[src/rtl/tmr_pkg.sv]
package tmr_pkg;
  localparam int CODE_W = 3;
  localparam int DIV_W  = 13;

  typedef enum logic [2:0] {
    A_CFG_LO = 3'd0, A_CFG_HI = 3'd1, A_CTL_LO = 3'd2, A_CTL_HI = 3'd3,
    A_PRE_LO = 3'd4, A_PRE_HI = 3'd5, A_CMP_LO = 3'd6, A_CMP_HI = 3'd7
  } reg_addr_e;

  typedef struct packed {
    logic              src;
    logic [CODE_W-1:0] code;
  } half_cfg_t;

  // Divide ratio for a source and code, as a power of two
  function automatic logic [DIV_W-1:0] prescale_div(input logic slow,
                                                    input logic [CODE_W-1:0] code);
    logic [3:0] sh;
    if (slow) begin
      sh = {1'b0, code};
    end else begin
      case (code)
        3'd0: sh = 4'd1;
        3'd1: sh = 4'd3;
        3'd2: sh = 4'd5;
        3'd3: sh = 4'd6;
        3'd4: sh = 4'd7;
        3'd5: sh = 4'd8;
        3'd6: sh = 4'd10;
        default: sh = 4'd12;
      endcase
    end
    return DIV_W'(1) << sh;
  endfunction
endpackage

[src/rtl/tmr_prescale.sv]
module tmr_prescale
  import tmr_pkg::*;
(
  input  logic      clk,
  input  logic      rst_n,
  input  logic      run,
  input  logic      tick_sys,
  input  logic      tick_slow,
  input  half_cfg_t cfg,
  output logic      step
);
  logic [DIV_W-1:0] limit;
  logic [DIV_W-1:0] phase;
  logic             tick;
  logic             at_end;

  assign limit  = prescale_div(cfg.src, cfg.code);
  assign tick   = cfg.src ? tick_slow : tick_sys;
  assign at_end = (phase >= (limit - DIV_W'(1)));
  assign step   = run & tick & at_end;

  always_ff @(posedge clk or negedge rst_n) begin
    if (!rst_n) begin
      phase <= '0;
    end else if (!run) begin
      phase <= '0;
    end else if (tick) begin
      phase <= at_end ? '0 : phase + DIV_W'(1);
    end
  end

  AST_IDLE_CLEAR: assert property (@(posedge clk) disable iff (!rst_n)
    !run |=> (phase == '0));
  AST_STEP_RESTART: assert property (@(posedge clk) disable iff (!rst_n)
    step |=> (phase == '0));
endmodule

[src/rtl/tmr_halves.sv]
module tmr_halves #(
  parameter int HALF_W = 8
) (
  input  logic              clk,
  input  logic              rst_n,
  input  logic              chain,
  input  logic              step_lo,
  input  logic              step_hi,
  input  logic              load_lo,
  input  logic              load_hi,
  input  logic [HALF_W-1:0] preset_lo,
  input  logic [HALF_W-1:0] preset_hi,
  output logic [HALF_W-1:0] cnt_lo,
  output logic [HALF_W-1:0] cnt_hi,
  output logic              uf_lo,
  output logic              uf_hi
);
  localparam int FULL_W = 2 * HALF_W;

  logic [FULL_W-1:0] full;
  logic [FULL_W-1:0] full_pre;

  assign full     = {cnt_hi, cnt_lo};
  assign full_pre = {preset_hi, preset_lo};

  always_comb begin
    uf_lo = !chain && step_lo && !load_lo && (cnt_lo == '0);
    if (chain) uf_hi = step_lo && !load_lo && (full == '0);
    else       uf_hi = step_hi && !load_hi && (cnt_hi == '0);
  end

  always_ff @(posedge clk or negedge rst_n) begin
    if (!rst_n) begin
      cnt_lo <= '0;
      cnt_hi <= '0;
    end else if (chain) begin
      if (load_lo)
        {cnt_hi, cnt_lo} <= full_pre;
      else if (step_lo)
        {cnt_hi, cnt_lo} <= (full == '0) ? full_pre : full - FULL_W'(1);
    end else begin
      if (load_lo)      cnt_lo <= preset_lo;
      else if (step_lo) cnt_lo <= (cnt_lo == '0) ? preset_lo : cnt_lo - HALF_W'(1);
      if (load_hi)      cnt_hi <= preset_hi;
      else if (step_hi) cnt_hi <= (cnt_hi == '0) ? preset_hi : cnt_hi - HALF_W'(1);
    end
  end

  AST_SPLIT_HOLD: assert property (@(posedge clk) disable iff (!rst_n)
    (!chain && !step_lo && !load_lo) |=> $stable(cnt_lo));
  AST_HI_RELOAD: assert property (@(posedge clk) disable iff (!rst_n)
    (uf_hi && !chain) |=> (cnt_hi == $past(preset_hi)));
  AST_FULL_RELOAD: assert property (@(posedge clk) disable iff (!rst_n)
    (uf_hi && chain) |=> ({cnt_hi, cnt_lo} == $past(full_pre)));
  AST_HI_IGNORED: assert property (@(posedge clk) disable iff (!rst_n)
    (chain && !step_lo && !load_lo) |=> $stable(cnt_hi));
  AST_CHAIN_NO_LO: assert property (@(posedge clk) disable iff (!rst_n)
    chain |-> !uf_lo);
endmodule

[src/rtl/tmr_irq.sv]
module tmr_irq #(
  parameter int HALF_W   = 8,
  parameter int SEC_KIND = 0
) (
  input  logic                clk,
  input  logic                rst_n,
  input  logic                chain,
  input  logic [2*HALF_W-1:0] cnt,
  input  logic [2*HALF_W-1:0] cmp,
  input  logic                uf_lo,
  input  logic                uf_hi,
  output logic                irq_pri,
  output logic                irq_sec
);
  always_ff @(posedge clk or negedge rst_n) begin
    if (!rst_n) irq_pri <= 1'b0;
    else        irq_pri <= uf_hi;
  end

  AST_PRI_CAUSE: assert property (@(posedge clk) disable iff (!rst_n)
    irq_pri |-> $past(uf_hi));

  generate
    if (SEC_KIND == 0) begin : g_underflow
      always_ff @(posedge clk or negedge rst_n) begin
        if (!rst_n) irq_sec <= 1'b0;
        else        irq_sec <= uf_lo;
      end
      AST_SEC_SPLIT_ONLY: assert property (@(posedge clk) disable iff (!rst_n)
        irq_sec |-> !$past(chain));
    end else begin : g_compare
      logic le_now;
      logic le_q;
      always_comb begin
        if (chain) le_now = (cnt <= cmp);
        else       le_now = (cnt[2*HALF_W-1:HALF_W] <= cmp[2*HALF_W-1:HALF_W]);
      end
      always_ff @(posedge clk or negedge rst_n) begin
        if (!rst_n) begin
          le_q    <= 1'b1;
          irq_sec <= 1'b0;
        end else begin
          le_q    <= le_now;
          irq_sec <= le_now & ~le_q;
        end
      end
      AST_SEC_SINGLE: assert property (@(posedge clk) disable iff (!rst_n)
        irq_sec |=> !irq_sec);
      AST_SEC_ENTRY: assert property (@(posedge clk) disable iff (!rst_n)
        irq_sec |-> !$past(le_q));
    end
  endgenerate
endmodule

[src/rtl/tmr_dual_down.sv]
module tmr_dual_down
  import tmr_pkg::*;
#(
  parameter int HALF_W   = 8,
  parameter int SEC_KIND = 0
) (
  input  logic                clk,
  input  logic                rst_n,
  input  logic                tick_sys,
  input  logic                tick_slow,
  input  logic                osc_sys_on,
  input  logic                osc_slow_on,
  input  logic                wr_en,
  input  logic [2:0]          wr_addr,
  input  logic [HALF_W-1:0]   wr_data,
  output logic [2*HALF_W-1:0] count,
  output logic                irq_pri,
  output logic                irq_sec
);
  localparam int NHALF   = 2;
  localparam int TOP_BIT = HALF_W - 1;

  half_cfg_t         cfg_q [NHALF];
  logic [HALF_W-1:0] pre_q [NHALF];
  logic [HALF_W-1:0] cmp_q [NHALF];
  logic [NHALF-1:0]  run_q;
  logic              tmr_en_q;
  logic              chain_q;

  logic [NHALF-1:0]  run_eff;
  logic [NHALF-1:0]  step;
  logic [NHALF-1:0]  load;
  logic [HALF_W-1:0] cnt_lo, cnt_hi;
  logic              uf_lo, uf_hi;

  // Register file
  always_ff @(posedge clk or negedge rst_n) begin
    if (!rst_n) begin
      for (int i = 0; i < NHALF; i++) begin
        cfg_q[i] <= '0;
        pre_q[i] <= '0;
        cmp_q[i] <= '0;
      end
      run_q    <= '0;
      tmr_en_q <= 1'b0;
      chain_q  <= 1'b0;
    end else if (wr_en) begin
      case (reg_addr_e'(wr_addr))
        A_CFG_LO: begin
          cfg_q[0] <= half_cfg_t'(wr_data[CODE_W:0]);
          tmr_en_q <= wr_data[TOP_BIT];
        end
        A_CFG_HI: cfg_q[1] <= half_cfg_t'(wr_data[CODE_W:0]);
        A_CTL_LO: begin
          run_q[0] <= wr_data[0];
          chain_q  <= wr_data[TOP_BIT];
        end
        A_CTL_HI: run_q[1] <= wr_data[0];
        A_PRE_LO: pre_q[0] <= wr_data;
        A_PRE_HI: pre_q[1] <= wr_data;
        A_CMP_LO: cmp_q[0] <= wr_data;
        default:  cmp_q[1] <= wr_data;
      endcase
    end
  end

  // Reload strobes: the high strobe is dead while chained
  assign load[0] = wr_en && (reg_addr_e'(wr_addr) == A_CTL_LO) && wr_data[1];
  assign load[1] = wr_en && (reg_addr_e'(wr_addr) == A_CTL_HI) && wr_data[1] && !chain_q;

  generate
    for (genvar g = 0; g < NHALF; g++) begin : g_half
      logic osc_ok;
      assign osc_ok = cfg_q[g].src ? osc_slow_on : osc_sys_on;
      if (g == 0) begin : g_lo_run
        assign run_eff[g] = run_q[g] & tmr_en_q & osc_ok;
      end else begin : g_hi_run
        assign run_eff[g] = run_q[g] & tmr_en_q & osc_ok & ~chain_q;
      end
      tmr_prescale u_pre (
        .clk       (clk),
        .rst_n     (rst_n),
        .run       (run_eff[g]),
        .tick_sys  (tick_sys),
        .tick_slow (tick_slow),
        .cfg       (cfg_q[g]),
        .step      (step[g])
      );
    end
  endgenerate

  tmr_halves #(.HALF_W(HALF_W)) u_halves (
    .clk       (clk),
    .rst_n     (rst_n),
    .chain     (chain_q),
    .step_lo   (step[0]),
    .step_hi   (step[1]),
    .load_lo   (load[0]),
    .load_hi   (load[1]),
    .preset_lo (pre_q[0]),
    .preset_hi (pre_q[1]),
    .cnt_lo    (cnt_lo),
    .cnt_hi    (cnt_hi),
    .uf_lo     (uf_lo),
    .uf_hi     (uf_hi)
  );

  assign count = {cnt_hi, cnt_lo};

  tmr_irq #(.HALF_W(HALF_W), .SEC_KIND(SEC_KIND)) u_irq (
    .clk     (clk),
    .rst_n   (rst_n),
    .chain   (chain_q),
    .cnt     (count),
    .cmp     ({cmp_q[1], cmp_q[0]}),
    .uf_lo   (uf_lo),
    .uf_hi   (uf_hi),
    .irq_pri (irq_pri),
    .irq_sec (irq_sec)
  );

  AST_NO_STEP_IDLE: assert property (@(posedge clk) disable iff (!rst_n)
    (!tmr_en_q && !load[0] && !chain_q) |=> $stable(cnt_lo));
  AST_RELOAD_LO: assert property (@(posedge clk) disable iff (!rst_n)
    load[0] |=> (cnt_lo == $past(pre_q[0])));
endmodule

[config.mk]
export PLATFORM = sky130hd
export DESIGN_NAME = tmr_dual_down
export DESIGN_NICKNAME = d
export VERILOG_FILES = /design/src/rtl/tmr_pkg.sv /design/src/rtl/tmr_prescale.sv /design/src/rtl/tmr_halves.sv /design/src/rtl/tmr_irq.sv /design/src/rtl/tmr_dual_down.sv
export SDC_FILE = /design/constraint.sdc
export NUM_CORES = 1
export LEC_CHECK = 0
export ABC_AREA = 1
export ABC_CLOCK_PERIOD_IN_PS = 5800
export BUFFER_PORTS_ARGS = -buffer_cell sky130_fd_sc_hd__buf_4
export CAP_MARGIN = 5
export CORE_AREA = 2 2 96 98
export DETAILED_ROUTE_END_ITERATION = 6
export DIE_AREA = 0 0 98 100
export PLACE_DENSITY_LB_ADDON = 0.12
export SYNTH_ARGS = -nofsm -noshare
export SYNTH_HDL_FRONTEND = slang
export SYNTH_SLANG_ARGS = --single-unit
[constraint.sdc]
create_clock -name clk -period 5.8 [get_ports clk]
set_input_delay 1.45 -clock clk [delete_from_list [all_inputs] [get_ports clk]]
set_output_delay 1.45 -clock clk [all_outputs]
set_load 0.005 [all_outputs]
; Word level (Yosys, flattened, before mapping)
; Index checks and enable logic that the tools add are counted.
; W data, S select, Z words.
[op_classes]
addsub = 7
order_cmp = 2
eq_ne = 20
shifts = 2
muxes = 28
n_bitwise = 10
n_reduce_logical = 30
[op_table]
columns = cell, n
row1 = $mux W8, 12
row2 = $mux W13, 6
row3 = $pmux W4 S7, 2
row4 = $add A13 B1 Y13 const B, 2
row5 = $ge A13 B13 Y1, 2
row6 = $shl A1 B4 Y13 const A, 2
row7 = $sub A13 B1 Y13 const B, 2
row8 = $eq A3 B3 Y1 const B, 8
row9 = $eq A3 B2 Y1 const B, 6
row10 = $logic_not A16 Y1, 1
row11 = $logic_not A8 Y1, 2
row12 = $mux W16, 1
row13 = $sub A16 B1 Y16 const B, 1
row14 = $sub A8 B1 Y8 const B, 2
row15 = $reduce_and A2 Y1, 7
row16 = $logic_and A1 B1 Y1, 12
row17 = $and A1 B1 Y1, 9
row18 = $eq A3 B1 Y1 const B, 3
row19 = $logic_not A3 Y1, 3
row20 = $mux W4, 2
row21 = $mux W1, 5
row22 = $ne A2 B2 Y1 const B, 2
row23 = $logic_not A1 Y1, 3
row24 = $ne A3 B1 Y1 const B, 1
row25 = 3 further kinds, 3
[totals]
register_bits = 72
inputBits = 18
out_inout_bits = 18
word_cells = 115

; Longest topological paths before layout
; Gate-level depths: netlist of run 1.
[depth]
word_depth = 10
mapped_depth = 20
mapped_depth_nobuf = 20

; Cells and area by module
; From an unflattened synthesis of run 1, not the netlist that was laid out.
[hier_totals]
cells_unflattened = 943
hier_area_um2 = 6334.8
[modules_own_cells]
columns = mod, instances, cells_per_inst, area_each_um2, seq_area_each_um2
row1 = tmr_prescale, 2, 208, 1352.5, 325.3
row2 = tmr_dual_down, 1, 219, 1835.5, 1101.1
row3 = tmr_halves, 1, 306, 1744.2, 400.4
row4 = tmr_irq, 1, 2, 50.0, 50.0

; Least setup slack after synthesis of run 1
; OpenSTA, ideal clock, no wires.
[synth_path]
path_type = flip-flop to flip-flop
from = register cfg_q[6] (netlist name)
to = register u_halves.cnt_hi[4]
t_arrival_ns = 2.627
path_slack_ns = 3.108
path_stages_with_launch = 20
path_buffers = 1
period_less_slack_ns = 2.692
cell_sequence = dfrtp_1 -> clkbuf_1 -> nor2_1 -> nand3_1 -> ha_1 -> o21ai_0 -> a21oi_1 -> xor2_1 -> ha_1 -> nand2_1 -> nand2_1 -> nand3_1 -> nand2_1 -> nor2_1 -> nand3_1 -> nand2_1 -> nand3_2 -> nand2_4 -> nand2_1 -> nand2_1
[synth_between]
elab_chain_len = 9
word_cells_on_any_way = 15
classes_between = add/sub (1) / order compare (1) / eq/ne (7) / shift (1) / mux (2) / bitwise (1) / reduce/logical (2)
[synth_lines]
columns = element, line
row1 = from (decl), tmr_dual_down.sv:23  ; half_cfg_t cfg_q [NHALF];
row2 = "$eq A3 B3 Y1, or another cell as far along", tmr_pkg.sv:22  ; case (code)
row3 = $pmux W4 S7, tmr_pkg.sv:22
row4 = $mux W4 (*), tmr_pkg.sv:19  ; if (slow) begin
row5 = $shl A1 B4 Y13 (*), tmr_pkg.sv:33  ; return DIV_W'(1) << sh;
row6 = $sub A13 B1 Y13 (*), tmr_prescale.sv:19  ; assign at_end = (phase >= (limit - DIV_W'(1)));
row7 = $ge A13 B13 Y1 (*), tmr_prescale.sv:19
row8 = $and A1 B1 Y1 (*), tmr_prescale.sv:20  ; assign step = run & tick & at_end;
row9 = $ne A3 B1 Y1 (no line) (*), n/a
row10 = $reduce_and A2 Y1 (no line) (*), n/a
row11 = to (signal assigned), tmr_halves.sv:38  ; {cnt_hi, cnt_lo} <= full_pre;
row12 = to (signal assigned), tmr_halves.sv:40  ; {cnt_hi, cnt_lo} <= (full == '0) ? full_pre : full - FULL_W'(1);
row13 = to (signal assigned), tmr_halves.sv:44  ; if (load_hi) cnt_hi <= preset_hi;
row14 = to (decl), tmr_halves.sv:14  ; output logic [HALF_W-1:0] cnt_hi,
; Mark *: on every way between the ends. The rest lies on a longest branch, timed or not.
; A chain may end at the register's enable or synchronous reset.

; Worst setup path after layout of run 1
[layout_path]
from = register cfg_q[6] (netlist name)
to = register u_halves.cnt_lo[7]
[layout_between]
elab_chain_len = 8
word_cells_on_any_way = 14
classes_between = add/sub (1) / order compare (1) / eq/ne (6) / shift (1) / mux (2) / bitwise (1) / reduce/logical (2)
[layout_lines]
columns = element, line
row1 = "$eq A3 B3 Y1, or another cell as far along", tmr_pkg.sv:22
row2 = $pmux W4 S7, tmr_pkg.sv:22
row3 = $mux W4 (*), tmr_pkg.sv:19
row4 = $shl A1 B4 Y13 (*), tmr_pkg.sv:33
row5 = $sub A13 B1 Y13 (*), tmr_prescale.sv:19
row6 = $ge A13 B13 Y1 (*), tmr_prescale.sv:19
row7 = $and A1 B1 Y1 (*), tmr_prescale.sv:20
row8 = $reduce_bool A2 Y1 (no line) (*), n/a
row9 = to (signal assigned), tmr_halves.sv:38
row10 = to (signal assigned), tmr_halves.sv:40
row11 = to (signal assigned), tmr_halves.sv:42  ; if (load_lo) cnt_lo <= preset_lo;
row12 = to (decl), tmr_halves.sv:13  ; output logic [HALF_W-1:0] cnt_lo,
; Marks and branches as above.

==> results.toml, run 1 <==
[route]
wl_per_cell_um = 13.68
viasPerCell = 5.376
num_vias = 4860
antenna_left = 0
drt_iter0_markers = 205
dr.pass1.iters = 4
wl_um = 12360
remaining_drc_errors = 0

[synthesis]
avgSynthCellArea_um2 = 6.843
ys_warn_count = 0
postSynthCellCount = 750
synth_area_leaders = "dfrtp_1 35%, nand2_1 17%, ha_1 8.0%, inv_1 6.9%, o21ai_0 6.8%"
ys_seq_area_share_pct = 35.10
yosys.area.top_type_share_pct = 35.10
netlist_area_um2 = 5132
synth_ff_type = "dfrtp_1"
ys_async_sr_fraction_pct = 100.0
ys_ff_latch = 72
synth.largest_area_cell = "dfrtp_1"
yosysUniqueCellTypes = 34
synth_edf_count = 0

[setup_path]
critPathArrivalTime_ns = 3.38
crit_path_start_kind = "register"
crit_chain = "nor2_1, nand2_1, ha_1, o21ai_0, a21oi_1, xor2_1, ha_1, nand2_1, nor2_1, nand2_1, nor2_1, nand2_1, nand3_1, nand2_1, nand2_2, o21ai_0, nand2_1, nand2_1"
criticalPathCategory = "reg2reg"
cp_slowest_cell = "dfrtp_1"
crit_path_max_fanout = 14
crit_required_ns = 6.06
crit_top_cell = "nand2_1"
cpPeakStageDelay_ns = 0.48
worstSetupEndpointType = "register"

[layout]
areaGrowthSynthToFinish_pct = 11.53
nNetsFinal = 839
design_area_um2 = 5724
nFillCells = 845
final_core_utilization_pct = 64.39
drive_above_1_share_pct = 9.458
n_antenna_cell = 0

[pwr]
powerDensity_nw_per_um2 = 366.2
peakVddDrop_mv = 0.2517
leakagePower_nw = 2.970

[cts]
cts_root_buffer = "clkbuf_8"
post_cts_buffers = 0
cts_tree = "yes"
cts_buffers = 9
htreeDepth = 3
cts_resized = 0
cts_sinks = 72
ctsLongestPathBuffers = 2
cts_hold_buf = 0
path_clk_slew_ns = 0.08
clock_latency_ns = 0.37

[floorplanning]
die_y_um = 100
start_util_pct = 57.73
io_pins = 36
die_w_um = 98
coreArea_um2 = 8890
rows = 35
die-area_um2 = 9800

[sta]
worst_pin_slew_ns = 0.9263
setup_viol_count_final = 0
relSlewSlack_pct = 38.25
slew_violations = 0
rsz0062_at_grt = "false"
fmax_mhz = 320.3
finalHoldViolations = 0
fin_skew_ns = 0.01659
fin_crit_ns = 3.122
period_share_pct = 53.83
setup_tns_ns = 0

[placed_design]
gp_congestion = 0.9327
portBuffers = 35
placed_area_um2 = 5479
hpwl_um = 9340

[grt]
antenna_found_initial = 0
grt_busiest_layer = "met2"
gr-usage-all-layers_pct = 26.62
overflow = 0
grt_max_degree = 73
first_global_vias = 4645
globalRouteMet3Util_pct = 3.969
use_met1_pct = 34.05
use_met2_pct = 44.63
grt_pass1_wl_um = 21280

[status]
outcome = "finished clean"

[min_path]
hp-class = "reg2reg"

[flow_run]
drv_cap = 0
-- cells in the final DEF, fill, tap and decap left out, types with 2 or more instances in the layout --
cell	synthesis	final
nor2_1	66	66
o22ai_1	12	12
conb_1	1	2
dfrtp_1	72	72
nand3_2	3	3
nor3_1	4	4
nor2_2	3	3
o21ai_1	4	4
nand2_1	235	235
clkbuf_8	0	10
inv_2	7	7
ha_1	33	33
nand2_2	5	5
a21o_1	2	2
o21ai_0	70	70
a21oi_1	24	24
inv_1	95	95
o31ai_1	3	3
bufinv_16	0	3
nand4_1	7	7
xor2_1	17	17
nand3_1	64	64
nand2_4	3	3
buf_4	2	35
nor2_4	2	2
o211ai_1	2	2
-- Yosys cell counts, types with 7 or more instances --
| library cell | number |
|---|---|
| a21oi_1 | 24 |
| dfrtp_1 | 72 |
| ha_1 | 33 |
| inv_1 | 95 |
| inv_2 | 7 |
| nand2_1 | 235 |
| nand3_1 | 64 |
| nand4_1 | 7 |
| nor2_1 | 66 |
| o21ai_0 | 70 |
| o22ai_1 | 12 |
| xor2_1 | 17 |
-- path summary, 6_finish.rpt --
kind | start | endpoint | slack (ns) | cells past startpoint
max | cfg_q[6] | u_halves.cnt_lo[7] | 2.68 | 18
min | run_q[1] | run_q[1] | 0.49 | 2
max reg2reg | cfg_q[6] | u_halves.cnt_lo[7] | 2.68 | 18
min reg2reg | run_q[1] | run_q[1] | 0.49 | 2
max in group asynchronous | rst_n | g_half[1].u_pre.phase[12] | 3.97 | 1
min in group asynchronous | rst_n | g_half[1].u_pre.phase[5] | 1.20 | 1
-- kinds of logic after synthesis --
group,synth area share [%]
compound gates,12.31
flops,35.10
fa+ha+maj,8.045
simple gates,32.79
xor+xnor,3.072
buf+inv,8.605
other cells,0.07306
-- worst max-delay path, delay by kind of cell (launching register included) --
kind / cells / cell delay [ns]
adders and majority gates: 2 / 0.51
AOI/OAI and AO/OA: 3 / 0.36
and+or+nand+nor: 12 / 1.50
xor gates and xnor gates: 1 / 0.15
DFF: 1 / 0.48
-- sequential cells by signal, summed over array words and instances, names as in the netlist --
| signal | flops |
|---|---|
| run_q | 2 |
| g_half.u_pre.phase | 26 |
| u_irq.irq_pri | 1 |
| cfg_q | 8 |
| u_halves.cnt_hi | 8 |
| tmr_en_q | 1 |
| pre_q | 16 |
| chain_q | 1 |
| u_halves.cnt_lo | 8 |
| u_irq.irq_sec | 1 |
-- layer usage --
metal  vias up  wire [um]
li1       2495          -
met4         0        425
met2        96       5821
met1      2241       5688
met5         -          0
met3        28        428
-- stage by stage --
step	total power, mW	hold WS (ns)	setup slack (ns)	cells
4_1_cts	2.093	0.4964	2.689	904
5_1_grt	2.269	0.5255	2.185	904
2_1_floorplan	1.329	0.4530	3.108	751
3_5_place_dp	1.591	0.4763	2.724	888
3_3_place_gp	1.569	0.4689	2.893	888
6_report	2.096	0.4930	2.678	904
-- final cells by class --
cell class	count	area [um2]	area share, %
clock buffer	11	141.4	2.470
clock inverter	5	103.9	1.814
inverter	102	382.9	6.689
multi-input combinational	568	2893	50.54
sequential	72	1802	31.48
tap	111	138.9	2.426
timing repair buffer	35	262.8	4.590
-- where the power goes --
group	total (mW)	internal [mW]	switching [mW]
Combinational	0.890	0.341	0.549
Clock	0.504	0.298	0.206
Sequential	0.702	0.587	0.115
Note: power is estimated with default switching activity, not from simulation.
==> inputs of run 2 (changes only) <==
Settings changed: ABC_AREA 1 to 0, ABC_CLOCK_PERIOD_IN_PS 5800 to 3200.
Clock period 5.8 ns to 3.2 ns, I/O delays scaled along.
==> run 2 against run 1 <==
Effect of this change: cell area is 1.3% higher; combinational power is 35% higher; first-iteration DRC count grew 4.9%; hold slack improved by 0.015 ns; largest power group is now registers.
==> results.toml, run 2 <==
[status]
outcome = "finished clean"

[sta]
finalHoldViolations = 0
fmax_mhz = 329.4
fin_skew_ns = 0.01333
slew_violations = 0
fin_crit_ns = 3.036
relSlewSlack_pct = 38.59
worst_pin_slew_ns = 0.9212
setup_viol_count_final = 0
finalWorstSetupSlack_ns = 0.1640
period_share_pct = 94.87

[pwr]
comb_power_share_pct = 35.4
power.share.clock_pct = 26.6
switchingPower_mw = 1.229
peakVddDrop_mv = 0.3304
seqPwrFrac_pct = 38.0
powerDensity_nw_per_um2 = 584.8
leakagePower_nw = 2.634
p_int_mw = 2.161
switching_share_pct = 36.25

[layout]
top_register = "g_half.u_pre.phase"
largest_reg_flops = 26
n_antenna_cell = 0
layout_commonest_cell = "dfrtp_1"
final_core_utilization_pct = 65.21
nNetsFinal = 639
final_cell_mix = "72 x dfrtp_1, 50 x nand2_1, 49 x buf_4"
reg.largest.list = "g_half.u_pre.phase: 26 flops, pre_q: 16 flops"
seq_area_um2 = 1802
areaGrowthSynthToFinish_pct = 13.33
nFillCells = 738
multi_input_area_um2 = 3172
drive_above_1_share_pct = 21.42

[synthesis]
synth_edf_count = 0
synth_area_leaders = "dfrtp_1 35%, ha_1 8.1%, mux2_2 6.4%, o21ai_0 4.7%, nand2_1 3.7%"
netlist_area_um2 = 5115
post-synth-top-count-cell = "dfrtp_1"
ys_async_sr_fraction_pct = 100.0
synth_ff_type = "dfrtp_1"
synth.largest_area_cell = "dfrtp_1"
ys_ff_latch = 72
ys_warn_count = 0
postSynthCellCount = 553
yosysUniqueCellTypes = 74
avgSynthCellArea_um2 = 9.249
synthTopCellsByCount = "72 x dfrtp_1, 51 x nand2_1, 48 x o21ai_0"
yosys.area.top_type_share_pct = 35.23
ys_seq_area_share_pct = 35.23

[cts]
cts_buffers = 9
cts_root_buffer = "clkbuf_8"
clock_latency_ns = 0.35
path_clk_slew_ns = 0.09
ctsLongestPathBuffers = 2
cts_hold_buf = 0
cts_sinks = 72
htreeDepth = 3
cts_tree = "yes"

[floorplanning]
coreArea_um2 = 8890
rows = 35
die_y_um = 100
die_w_um = 98
die-area_um2 = 9800
io_pins = 36
start_util_pct = 57.54

[min_path]
hold_start = "pre_q[8]"
hold_path_depth = 2
hp-class = "reg2reg"
holdPathEnd = "u_halves.cnt_lo[0]"

[setup_path]
rrSetupSlack_ns = 0.16
crit_required_ns = 3.44
crit_path_max_fanout = 6
r2r_end = "u_halves.cnt_hi[7]"
reg2reg_depth = 14
r2r_start = "cfg_q[7]"
critPathArrivalTime_ns = 3.28
criticalPathCategory = "reg2reg"
crit_path_start_kind = "register"
worstSetupEndpointType = "register"

[route]
wl_per_cell_um = 17.02
viasPerCell = 6.209
antenna_left = 0
remaining_drc_errors = 0
dr.pass1.iters = 4
wl_um = 11980
drt_iter0_markers = 215
num_vias = 4371

[placed_design]
hpwl_um = 8647
portBuffers = 35
pre_cts_ws_ns = -0.01882
gp_congestion = 0.9038

[grt]
antenna_found_initial = 0
overflow = 0
gr-usage-all-layers_pct = 25.49
grt_max_degree = 73
first_global_vias = 4197
grt_pass1_wl_um = 20430

[flow_run]
drv_cap = 0
run 2: per-stage QoR:
stage	setup TNS, ns	hold WS, ns	std cells	instance area, um2	power, mW
finish	0	0.5084	704	5797	3.390
global route	-0.01366	0.5300	704	5797	3.597
floorplan	0	0.4625	554	5119	2.082
CTS	0	0.5151	703	5753	3.373
detailed placement	-0.05333	0.4922	687	5485	2.461
global placement	0	0.4799	687	5485	2.418
run 2: critical path: stages, from the launching register on:
cell      delay (ns)
dfrtp_1         0.39
inv_2           0.09
nor2_2          0.06
nand3b_1        0.17
ha_2            0.25
nand3_1         0.07
o21ai_0         0.08
a32oi_1         0.17
ha_1            0.27
a21oi_1         0.12
o21ai_0         0.15
a32oi_2         0.31
nand3_4         0.17
o22ai_4         0.27
mux2_2          0.37
run 2: kinds of logic after synthesis:
kind of cell | count (synthesis) | share of synthesized area (%)
and+or+nand+nor | 197 | 21.21
other | 1 | 0.07332
AOI/OAI and AO/OA | 149 | 20.01
buffers and inverters | 45 | 3.987
muxes | 41 | 8.855
DFF | 72 | 35.23
xor gates and xnor gates | 15 | 2.568
adders and majority gates | 33 | 8.072
run 2: final cells by class:
class                      instances  share of cell area [%]
clock buffer                      11                   2.439
inverter                          19                   1.230
sequential                        72                   31.08
timing repair buffer              49                   6.346
clock inverter                     5                   1.792
multi-input combinational        437                   54.72
tap                              111                   2.396
run 2: repair_timing:
item,4_1_cts,5_1_grt
pin swaps,2,6
buffers inserted,0,1
resized for setup,3,12
endpoints found under the setup margin,11,35
run 2: metal layers:
| layer | part of all wire, % | wire (um) | global-route usage, % | vias to the layer above |
|---|---|---|---|---|
| li1 | - | - | - | 2098 |
| met1 | 46 | 5484 | 35.92 | 2114 |
| met2 | 47 | 5640 | 40.62 | 143 |
| met3 | 5.8 | 691 | 4.526 | 16 |
| met4 | 1.4 | 162 | 7.479 | 0 |
| met5 | 0 | 0 | 0 | - |
run 2: how the worst max path moves through the flow:
stage | startpoint | endpoint | slack [ns] | cells past startpoint
after floorplan | cfg_q[6] | u_halves.cnt_hi[6] | 0.20 | 13
after CTS | cfg_q[3] | u_halves.cnt_hi[6] | 0.03 | 14
after global routing | cfg_q[7] | u_halves.cnt_hi[0] | -0.01 | 14
after detailed placement | cfg_q[7] | u_halves.cnt_lo[3] | -0.02 | 14
after global placement | cfg_q[7] | u_halves.cnt_lo[3] | 0.11 | 14
final | cfg_q[7] | u_halves.cnt_hi[7] | 0.16 | 14
run 2: power by group through the flow:
stage | Clock [mW] | Combinational [mW] | Sequential [mW]
finish | 0.901 | 1.20 | 1.29
global placement | 0 | 1.13 | 1.29
detailed placement | 0 | 1.16 | 1.30
global route | 0.947 | 1.33 | 1.32
CTS | 0.910 | 1.18 | 1.28
floorplan | 0 | 0.878 | 1.20
